`src/rtl/gz_pkg.sv`:
```
package gz_pkg;

    typedef enum logic {
        CELL_IDLE = 1'b0,
        CELL_RUN  = 1'b1
    } cell_state_e;

    // Round a real value to a signed fixed-point integer with 'frac' fraction bits.
    function automatic int to_fixed(real v, int frac);
        real s;
        s = v * real'(1 << frac);
        return (s >= 0.0) ? $rtoi(s + 0.5) : -$rtoi(0.5 - s);
    endfunction

endpackage

```
`src/rtl/gz_coef_rom.sv`:
```
// Constant twiddle table of one cell: rotation e^(+j2*pi*K/N) in fixed point.
module gz_coef_rom #(
    parameter int N    = 3,
    parameter int K    = 0,
    parameter int CWID = 16,
    parameter int CF   = 14
) (
    output logic signed [CWID-1:0] c_re,
    output logic signed [CWID-1:0] c_im
);
    localparam real ANG  = 6.283185307179586 * real'(K) / real'(N);
    localparam int  RE_I = gz_pkg::to_fixed($cos(ANG), CF);
    localparam int  IM_I = gz_pkg::to_fixed($sin(ANG), CF);

    assign c_re = CWID'(RE_I);
    assign c_im = CWID'(IM_I);
endmodule

```
`src/rtl/gz_cell.sv`:
```
// One bin cell: acc <- (acc + x) * W^-K, reloaded on a start marker.
module gz_cell
    import gz_pkg::*;
#(
    parameter int N    = 3,
    parameter int K    = 0,
    parameter int DW   = 16,
    parameter int AW   = 23,
    parameter int CWID = 16,
    parameter int CF   = 14,
    parameter int FB   = 4
) (
    input  logic                 clk,
    input  logic                 rst_n,
    input  logic                 step,
    input  logic                 lnk_start,
    input  logic signed [DW-1:0] lnk_x,
    output logic                 fin,
    output logic signed [AW-1:0] nxt_re,
    output logic signed [AW-1:0] nxt_im
);
    localparam int CNTW = $clog2(N + 1);
    localparam int PW   = AW + CWID + 1;

    cell_state_e          st_q, st_d;
    logic [CNTW-1:0]      cnt_q, cnt_d;
    logic signed [AW-1:0] acc_re_q, acc_im_q;
    logic signed [AW-1:0] xs, sum_re, sum_im;
    logic signed [CWID-1:0] c_re, c_im;
    logic signed [PW-1:0] p_re, p_im, sh_re, sh_im;
    logic                 cont, load;
    logic                 unused_hi;

    gz_coef_rom #(.N(N), .K(K), .CWID(CWID), .CF(CF)) u_rom (
        .c_re (c_re),
        .c_im (c_im)
    );

    assign cont = (st_q == CELL_RUN) && !lnk_start;
    assign load = step && (lnk_start || (st_q == CELL_RUN));
    assign xs   = {{(AW-DW-FB){lnk_x[DW-1]}}, lnk_x, {FB{1'b0}}};

    // Pre-add then complex rotate, rounding back to the accumulator grid.
    always_comb begin
        sum_re = cont ? acc_re_q + xs : xs;
        sum_im = cont ? acc_im_q : '0;
        p_re   = PW'(sum_re) * PW'(c_re) - PW'(sum_im) * PW'(c_im);
        p_im   = PW'(sum_re) * PW'(c_im) + PW'(sum_im) * PW'(c_re);
        sh_re  = (p_re + PW'(1 <<< (CF - 1))) >>> CF;
        sh_im  = (p_im + PW'(1 <<< (CF - 1))) >>> CF;
    end
    assign nxt_re    = sh_re[AW-1:0];
    assign nxt_im    = sh_im[AW-1:0];
    assign unused_hi = ^{sh_re[PW-1:AW], sh_im[PW-1:AW]};

    assign fin = step && cont && (cnt_q == CNTW'(N - 1));

    // Next-state and counter logic.
    always_comb begin
        st_d  = st_q;
        cnt_d = cnt_q;
        unique case (st_q)
            CELL_IDLE: begin
                if (step && lnk_start) begin
                    st_d  = CELL_RUN;
                    cnt_d = CNTW'(1);
                end
            end
            CELL_RUN: begin
                if (step && lnk_start) begin
                    cnt_d = CNTW'(1);
                end else if (fin) begin
                    st_d  = CELL_IDLE;
                    cnt_d = '0;
                end else if (step) begin
                    cnt_d = cnt_q + CNTW'(1);
                end
            end
        endcase
    end

    always_ff @(posedge clk or negedge rst_n) begin
        if (!rst_n) begin
            st_q  <= CELL_IDLE;
            cnt_q <= '0;
        end else begin
            st_q  <= st_d;
            cnt_q <= cnt_d;
        end
    end

    always_ff @(posedge clk or negedge rst_n) begin
        if (!rst_n) begin
            acc_re_q <= '0;
            acc_im_q <= '0;
        end else if (load) begin
            acc_re_q <= nxt_re;
            acc_im_q <= nxt_im;
        end
    end


    hold_chk: assert property (@(posedge clk) disable iff (!rst_n)
        !step |=> $stable(acc_re_q) && $stable(acc_im_q) && $stable(st_q) && $stable(cnt_q));

    idle_stay_chk: assert property (@(posedge clk) disable iff (!rst_n)
        (st_q == CELL_IDLE) && !(step && lnk_start) |=> st_q == CELL_IDLE);

    cnt_range_chk: assert property (@(posedge clk) disable iff (!rst_n)
        st_q == CELL_RUN |-> (cnt_q != '0) && (cnt_q < CNTW'(N)));
endmodule

```
`src/rtl/gz_out_sel.sv`:
```
// Picks the one finishing cell, scales and rounds it, registers the result.
module gz_out_sel #(
    parameter int N  = 3,
    parameter int DW = 16,
    parameter int AW = 23,
    parameter int S  = 6,
    parameter int BW = 2
) (
    input  logic                 clk,
    input  logic                 rst_n,
    input  logic                 step,
    input  logic [N-1:0]         fin,
    input  logic signed [AW-1:0] res_re [N],
    input  logic signed [AW-1:0] res_im [N],
    output logic                 out_valid,
    output logic [BW-1:0]        out_bin,
    output logic signed [DW-1:0] out_re,
    output logic signed [DW-1:0] out_im
);
    logic [BW-1:0]        pick_bin;
    logic signed [AW-1:0] pick_re, pick_im, sc_re, sc_im;
    logic                 unused_hi;

    always_comb begin
        pick_bin = '0;
        pick_re  = '0;
        pick_im  = '0;
        for (int k = 0; k < N; k++) begin
            if (fin[k]) begin
                pick_bin = BW'(k);
                pick_re  = res_re[k];
                pick_im  = res_im[k];
            end
        end
        sc_re = (pick_re + AW'(1 <<< (S - 1))) >>> S;
        sc_im = (pick_im + AW'(1 <<< (S - 1))) >>> S;
    end
    assign unused_hi = ^{sc_re[AW-1:DW], sc_im[AW-1:DW]};

    always_ff @(posedge clk or negedge rst_n) begin
        if (!rst_n) begin
            out_valid <= 1'b0;
            out_bin   <= '0;
            out_re    <= '0;
            out_im    <= '0;
        end else begin
            out_valid <= step && (|fin);
            if (step && (|fin)) begin
                out_bin <= pick_bin;
                out_re  <= sc_re[DW-1:0];
                out_im  <= sc_im[DW-1:0];
            end
        end
    end


    pulse_chk: assert property (@(posedge clk) disable iff (!rst_n)
        out_valid && !(step && (|fin)) |=> !out_valid);
endmodule

```
`src/rtl/sys_dft_chain.sv`:
```
module sys_dft_chain #(
    parameter int N    = 3,
    parameter int DW   = 16,
    parameter int CWID = 16,
    parameter int CF   = 14,
    parameter int FB   = 4
) (
    input  logic                          clk,
    input  logic                          rst_n,
    input  logic                          in_valid,
    input  logic                          in_start,
    input  logic signed [DW-1:0]          in_sample,
    output logic                          out_valid,
    output logic [$clog2(N)-1:0]          out_bin,
    output logic signed [DW-1:0]          out_re,
    output logic signed [DW-1:0]          out_im
);
    localparam int G  = $clog2(N);
    localparam int BW = $clog2(N);
    localparam int AW = DW + 1 + G + FB;
    localparam int S  = G + FB;

    logic signed [DW-1:0] dly_x [N-1];
    logic                 dly_s [N-1];
    logic [N-1:0]         fin;
    logic signed [AW-1:0] res_re [N];
    logic signed [AW-1:0] res_im [N];

    // Sample and marker travel one cell per step.
    always_ff @(posedge clk or negedge rst_n) begin
        if (!rst_n) begin
            for (int j = 0; j < N - 1; j++) begin
                dly_x[j] <= '0;
                dly_s[j] <= 1'b0;
            end
        end else if (in_valid) begin
            dly_x[0] <= in_sample;
            dly_s[0] <= in_start;
            for (int j = 1; j < N - 1; j++) begin
                dly_x[j] <= dly_x[j-1];
                dly_s[j] <= dly_s[j-1];
            end
        end
    end

    for (genvar k = 0; k < N; k++) begin : g_cell
        logic signed [DW-1:0] cx;
        logic                 cs;
        if (k == 0) begin : g_src_in
            assign cx = in_sample;
            assign cs = in_start;
        end else begin : g_src_dly
            assign cx = dly_x[k-1];
            assign cs = dly_s[k-1];
        end
        gz_cell #(.N(N), .K(k), .DW(DW), .AW(AW), .CWID(CWID), .CF(CF), .FB(FB)) u_cell (
            .clk       (clk),
            .rst_n     (rst_n),
            .step      (in_valid),
            .lnk_start (cs),
            .lnk_x     (cx),
            .fin       (fin[k]),
            .nxt_re    (res_re[k]),
            .nxt_im    (res_im[k])
        );
    end

    gz_out_sel #(.N(N), .DW(DW), .AW(AW), .S(S), .BW(BW)) u_out (
        .clk       (clk),
        .rst_n     (rst_n),
        .step      (in_valid),
        .fin       (fin),
        .res_re    (res_re),
        .res_im    (res_im),
        .out_valid (out_valid),
        .out_bin   (out_bin),
        .out_re    (out_re),
        .out_im    (out_im)
    );


    one_fin_chk: assert property (@(posedge clk) disable iff (!rst_n) $onehot0(fin));

    freeze_out_chk: assert property (@(posedge clk) disable iff (!rst_n)
        !in_valid |=> !out_valid);

    bin0_lat_chk: assert property (@(posedge clk) disable iff (!rst_n)
        in_valid && fin[0] |=> out_valid && (out_bin == '0));

    bin_range_chk: assert property (@(posedge clk) disable iff (!rst_n)
        out_valid |-> int'(out_bin) < N);
endmodule

```
`config.mk`:
```
export PLATFORM = sky130hd
export DESIGN_NAME = sys_dft_chain
export DESIGN_NICKNAME = d
export VERILOG_FILES = /design/src/rtl/gz_pkg.sv /design/src/rtl/gz_coef_rom.sv /design/src/rtl/gz_cell.sv /design/src/rtl/gz_out_sel.sv /design/src/rtl/sys_dft_chain.sv
export SDC_FILE = /design/constraint.sdc
export NUM_CORES = 2
export LEC_CHECK = 0
export BUFFER_PORTS_ARGS = -buffer_cell sky130_fd_sc_hd__buf_2
export CAP_MARGIN = 30
export CORE_ASPECT_RATIO = 0.5
export CORE_MARGIN = 10
export CORE_UTILIZATION = 25
export DETAILED_ROUTE_END_ITERATION = 16
export GPL_TIMING_DRIVEN = 0
export PLACE_DENSITY = 0.43
export SYNTH_ARGS = -nofsm -noshare
export SYNTH_HDL_FRONTEND = slang
export SYNTH_SLANG_ARGS = --single-unit
```
`constraint.sdc`:
```
create_clock -name clk -period 20.1 [get_ports clk]
set_input_delay 1.005 -clock clk [delete_from_list [all_inputs] [get_ports clk]]
set_output_delay 1.005 -clock clk [all_outputs]
set_load 0.05 [all_outputs]
```
==> impl_results.rst <==
.. list-table::
   :header-rows: 1

   * - Metric
     - Value
   * - Status
     - complete, no violations
   * - Endpoints failing setup
     - 0
   * - Number of DRC markers in iteration 0
     - 1,440
   * - Master of the slowest instance on the critical path
     - sky130_fd_sc_hd__nor2b_1
   * - Standard-cell rows
     - 107
   * - Class of the tightest hold or removal check
     - register to register
   * - Number of warnings issued by yosys
     - 0
   * - Clock Skew
     - 26.9 ps
   * - Number of distinct standard cells referenced by the synthesized netlist
     - 99
   * - Area share of the largest cell type after synthesis
     - 28.7%
   * - Post-Synthesis Mean Instance Area
     - 9.52 sq um
   * - CTS H-Tree Depth
     - 1
   * - Clock latency on the worst-skew pair
     - 580 ps
   * - Capture endpoint of the worst hold path
     - u_out.out_re[8]$_DFFE_PN0P_
   * - CTS sink count
     - 205
   * - CP Data Arrival Time
     - 11,470 ps
   * - Vias in the first global route
     - 33,500
   * - Reg clk slew, reported paths
     - 60 ps
   * - Fin. max-slew vios
     - 0
   * - Clk Tree Root Cell
     - sky130_fd_sc_hd__clkbuf_16
   * - Setup Total Neg Slack
     - 0 ps
   * - Count of antenna-violating nets left after detailed routing
     - 0
   * - Synth top cells by count
     - 1,044 x sky130_fd_sc_hd__inv_1, 786 x sky130_fd_sc_hd__ha_1, 616 x sky130_fd_sc_hd__fa_1
   * - Ranking of synthesized cells by area
     - sky130_fd_sc_hd__fa_1 29%, sky130_fd_sc_hd__ha_1 23%, sky130_fd_sc_hd__dfrtp_1 12%
   * - DRT Pass-1 Iters
     - 5
   * - Worst r2r dst
     - u_out.out_re[10]$_DFFE_PN0P_
   * - Detailed-placement wirelength estimate
     - 115,000 um
   * - CP max FO
     - 10
   * - Fill count
     - 18,200
   * - Number of cells on the worst hold path
     - 2
   * - Unrepaired setup endpoints after global routing
     - no
   * - Maximum clock insertion buffer count
     - 3
   * - Type of origin of the critical path
     - register
   * - Cts hold-fix bufs
     - 0
   * - Ratio of cells with drive above 1 in the final layout
     - 5.26%
   * - Prevailing post-synth register cell
     - sky130_fd_sc_hd__dfrtp_1
   * - Final Routed Wirelength
     - 131,000 um
   * - Post-synthesis register bit count
     - 205
   * - Total I/O pin count
     - 55
   * - Initial core utilization
     - 25.2%
   * - Dominant cell by count in the synthesized netlist
     - sky130_fd_sc_hd__inv_1
   * - Slew HR
     - 33.7%
   * - Antenna violations before repair
     - 9
   * - Cell repeated most along the worst path
     - sky130_fd_sc_hd__fa_1
   * - Fin worst setup slack
     - 9070 ps
   * - Setup slack, reg-to-reg
     - 9070 ps
   * - Worst reg2reg path depth
     - 28
   * - Final clock period utilization by the worst path
     - 54.9%
   * - Largest net degree at the start of global routing
     - 112
   * - Largest area contributor in the netlist
     - sky130_fd_sc_hd__fa_1
   * - Layout area overhead
     - 10.0%
   * - Setup CP Type
     - register to register
   * - TritonCTS clock tree
     - done
   * - Slew @ Worst Pin
     - 987 ps
   * - Die Y-Extent
     - 313 um
   * - CP max stage delay
     - 710 ps
   * - Post-Synthesis Cells
     - 4,515
   * - Area of the core
     - 0.171 sq mm
   * - Quantity of gates resized following cts
     - 0
   * - Shortest clock period the worst path allows after layout
     - 11,030 ps
   * - Total number of nets in the final design
     - 6,040
   * - Via density per instance
     - 4.40
   * - Max Clock Freq
     - 90.7 MHz
   * - Post-Synthesis Net Count
     - 5,937
   * - Post-CTS setup buffer count
     - 0
   * - Pre-CTS worst setup slack
     - 9070 ps
   * - Share of synthesized registers carrying an async set or reset
     - 100%
   * - Non-Filler Instances
     - 6,929
   * - Max-Cap Viols
     - 0
   * - Synthesized area
     - 0.0430 sq mm
   * - Placed insts
     - 6,874
   * - Global-route usage over all layers
     - 13.8%
   * - EDFF count, synth
     - 0
   * - Residual DRC count
     - 0
   * - Required arrival time at the worst endpoint
     - 20,540 ps
   * - Count of vias placed by the detailed router
     - 30,500
   * - TritonCTS Buffers
     - 27
   * - Wire length per cell after detailed routing
     - 18.9 um
   * - Final Hold Fails
     - 0
   * - Final Wtd Congestion
     - 0.892
   * - Port Buf Inserts
     - 54
   * - Die footprint
     - 0.190 sq mm
   * - Die W
     - 606 um
   * - Min-delay src
     - u_out.out_re[8]$_DFFE_PN0P_
   * - Reg-to-reg startpoint
     - g_cell[1].u_cell.st_q$_DFF_PN0_
   * - Share of the yosys chip area belonging to registers
     - 11.9%
   * - Overflow left after global routing
     - 0
   * - Global-route wire length before repair
     - 204,000 um
   * - Min Hold Slack
     - 461 ps
   * - Crit. End Element
     - register
[cell usage in the layout (no fill, tap or decap), types with 12 or more instances in the layout]
cell / netlist / layout
sky130_fd_sc_hd__inv_1: 1044 / 1044
sky130_fd_sc_hd__ha_1: 786 / 786
sky130_fd_sc_hd__fa_1: 616 / 616
sky130_fd_sc_hd__nand2_1: 340 / 340
sky130_fd_sc_hd__dfrtp_1: 205 / 205
sky130_fd_sc_hd__xnor2_1: 197 / 197
sky130_fd_sc_hd__o21ai_0: 169 / 163
sky130_fd_sc_hd__a21oi_1: 143 / 143
sky130_fd_sc_hd__xor2_1: 119 / 119
sky130_fd_sc_hd__nor2_1: 114 / 114
sky130_fd_sc_hd__a21o_1: 71 / 71
sky130_fd_sc_hd__clkbuf_1: 60 / 63
sky130_fd_sc_hd__buf_2: 4 / 61
sky130_fd_sc_hd__mux2_2: 59 / 59
sky130_fd_sc_hd__nand3_1: 58 / 58
sky130_fd_sc_hd__nor3_1: 39 / 39
sky130_fd_sc_hd__mux2i_1: 36 / 36
sky130_fd_sc_hd__and3_1: 31 / 31
sky130_fd_sc_hd__and2_1: 30 / 30
sky130_fd_sc_hd__o21a_1: 28 / 28
sky130_fd_sc_hd__o21ai_1: 21 / 27
sky130_fd_sc_hd__clkbuf_16: 0 / 27
sky130_fd_sc_hd__nor2b_1: 25 / 25
sky130_fd_sc_hd__nand4_1: 23 / 23
sky130_fd_sc_hd__a31oi_1: 20 / 20
sky130_fd_sc_hd__o31ai_1: 17 / 16
sky130_fd_sc_hd__or3_1: 15 / 15
sky130_fd_sc_hd__nand2b_1: 14 / 14
sky130_fd_sc_hd__a211oi_1: 14 / 14
sky130_fd_sc_hd__o21bai_1: 12 / 12
[stage by stage]
stage	cell area, sq um	utilization (%)
2_1_floorplan	43000	-
3_3_place_gp	46100	27.0
3_5_place_dp	46300	27.1
4_1_cts	47300	27.7
5_1_grt	47300	27.7
6_report	47300	27.7
[routing by layer]
metal / share of wire [%] / vias to the layer above / track usage [%]
li1: - / 14600 / -
met2: 46 / 476 / 23.2
met4: 1.6 / 2 / 2.01
met1: 48 / 15300 / 19.3
met3: 4.0 / 107 / 1.58
met5: 0.015 / - / 0
[final cells by class]
type	count	area (sq um)	area share [%]
multi-input combinational	3188	33600	71.1
clock inverter	13	208	0.439
timing repair buffer	74	469	0.992
inverter	1045	3920	8.29
clock buffer	35	746	1.58
sequential	205	5130	10.8
antenna	3	7.51	0.0159
tap	2289	2860	6.06
buffer	77	304	0.643
[sequential cells by signal, indices dropped and copies added (netlist names)]
name	cells
u_out.out_valid	1
g_cell.u_cell.acc_im_q	63
u_out.out_im	16
g_cell.cx	32
g_cell.u_cell.st_q	3
g_cell.u_cell.acc_re_q	64
g_cell.u_cell.cnt_q	6
u_out.out_bin	2
g_cell.cs	2
u_out.out_re	16
[worst max-delay path by stage]
| stage | start | end | slack (ps) | cells after the start |
|---|---|---|---|---|
| 6_report | g_cell[1].u_cell.st_q$_DFF_PN0_ | u_out.out_re[10]$_DFFE_PN0P_ | 9070 | 28 |
| 5_1_grt | g_cell[1].u_cell.st_q$_DFF_PN0_ | u_out.out_re[10]$_DFFE_PN0P_ | 8560 | 28 |
| 4_1_cts | g_cell[1].cx[0]$_DFFE_PN0P_ | u_out.out_im[15]$_DFFE_PN0P_ | 9020 | 33 |
| 3_5_place_dp | g_cell[1].cx[0]$_DFFE_PN0P_ | u_out.out_im[15]$_DFFE_PN0P_ | 9070 | 33 |
| 3_3_place_gp | g_cell[1].cx[0]$_DFFE_PN0P_ | u_out.out_im[15]$_DFFE_PN0P_ | 9060 | 33 |
| 2_1_floorplan | g_cell[2].cx[7]$_DFFE_PN0P_ | u_out.out_im[15]$_DFFE_PN0P_ | 11360 | 34 |
[cell families after synthesis]
logic type | share of synthesized area, %
compound gates | 9.31
fa+ha+maj | 51.6
xor+xnor | 6.47
flops | 11.9
mux | 2.47
buf+inv | 9.82
simple gates | 8.43
[worst max-delay path: cells and delay by family (launching register included)]
family | cells | cell delay (ps)
XOR/XNOR | 2 | 920
buffers and inverters | 6 | 1970
flip-flops | 1 | 440
multiplexers | 1 | 560
adder cells (fa/ha/maj) | 7 | 3430
AND/OR/NAND/NOR | 6 | 1730
AO/OA/AOI/OAI | 6 | 1770
Power is not shown: default switching activity piles up to over one toggle a cycle in this logic, so the estimate is an artifact.
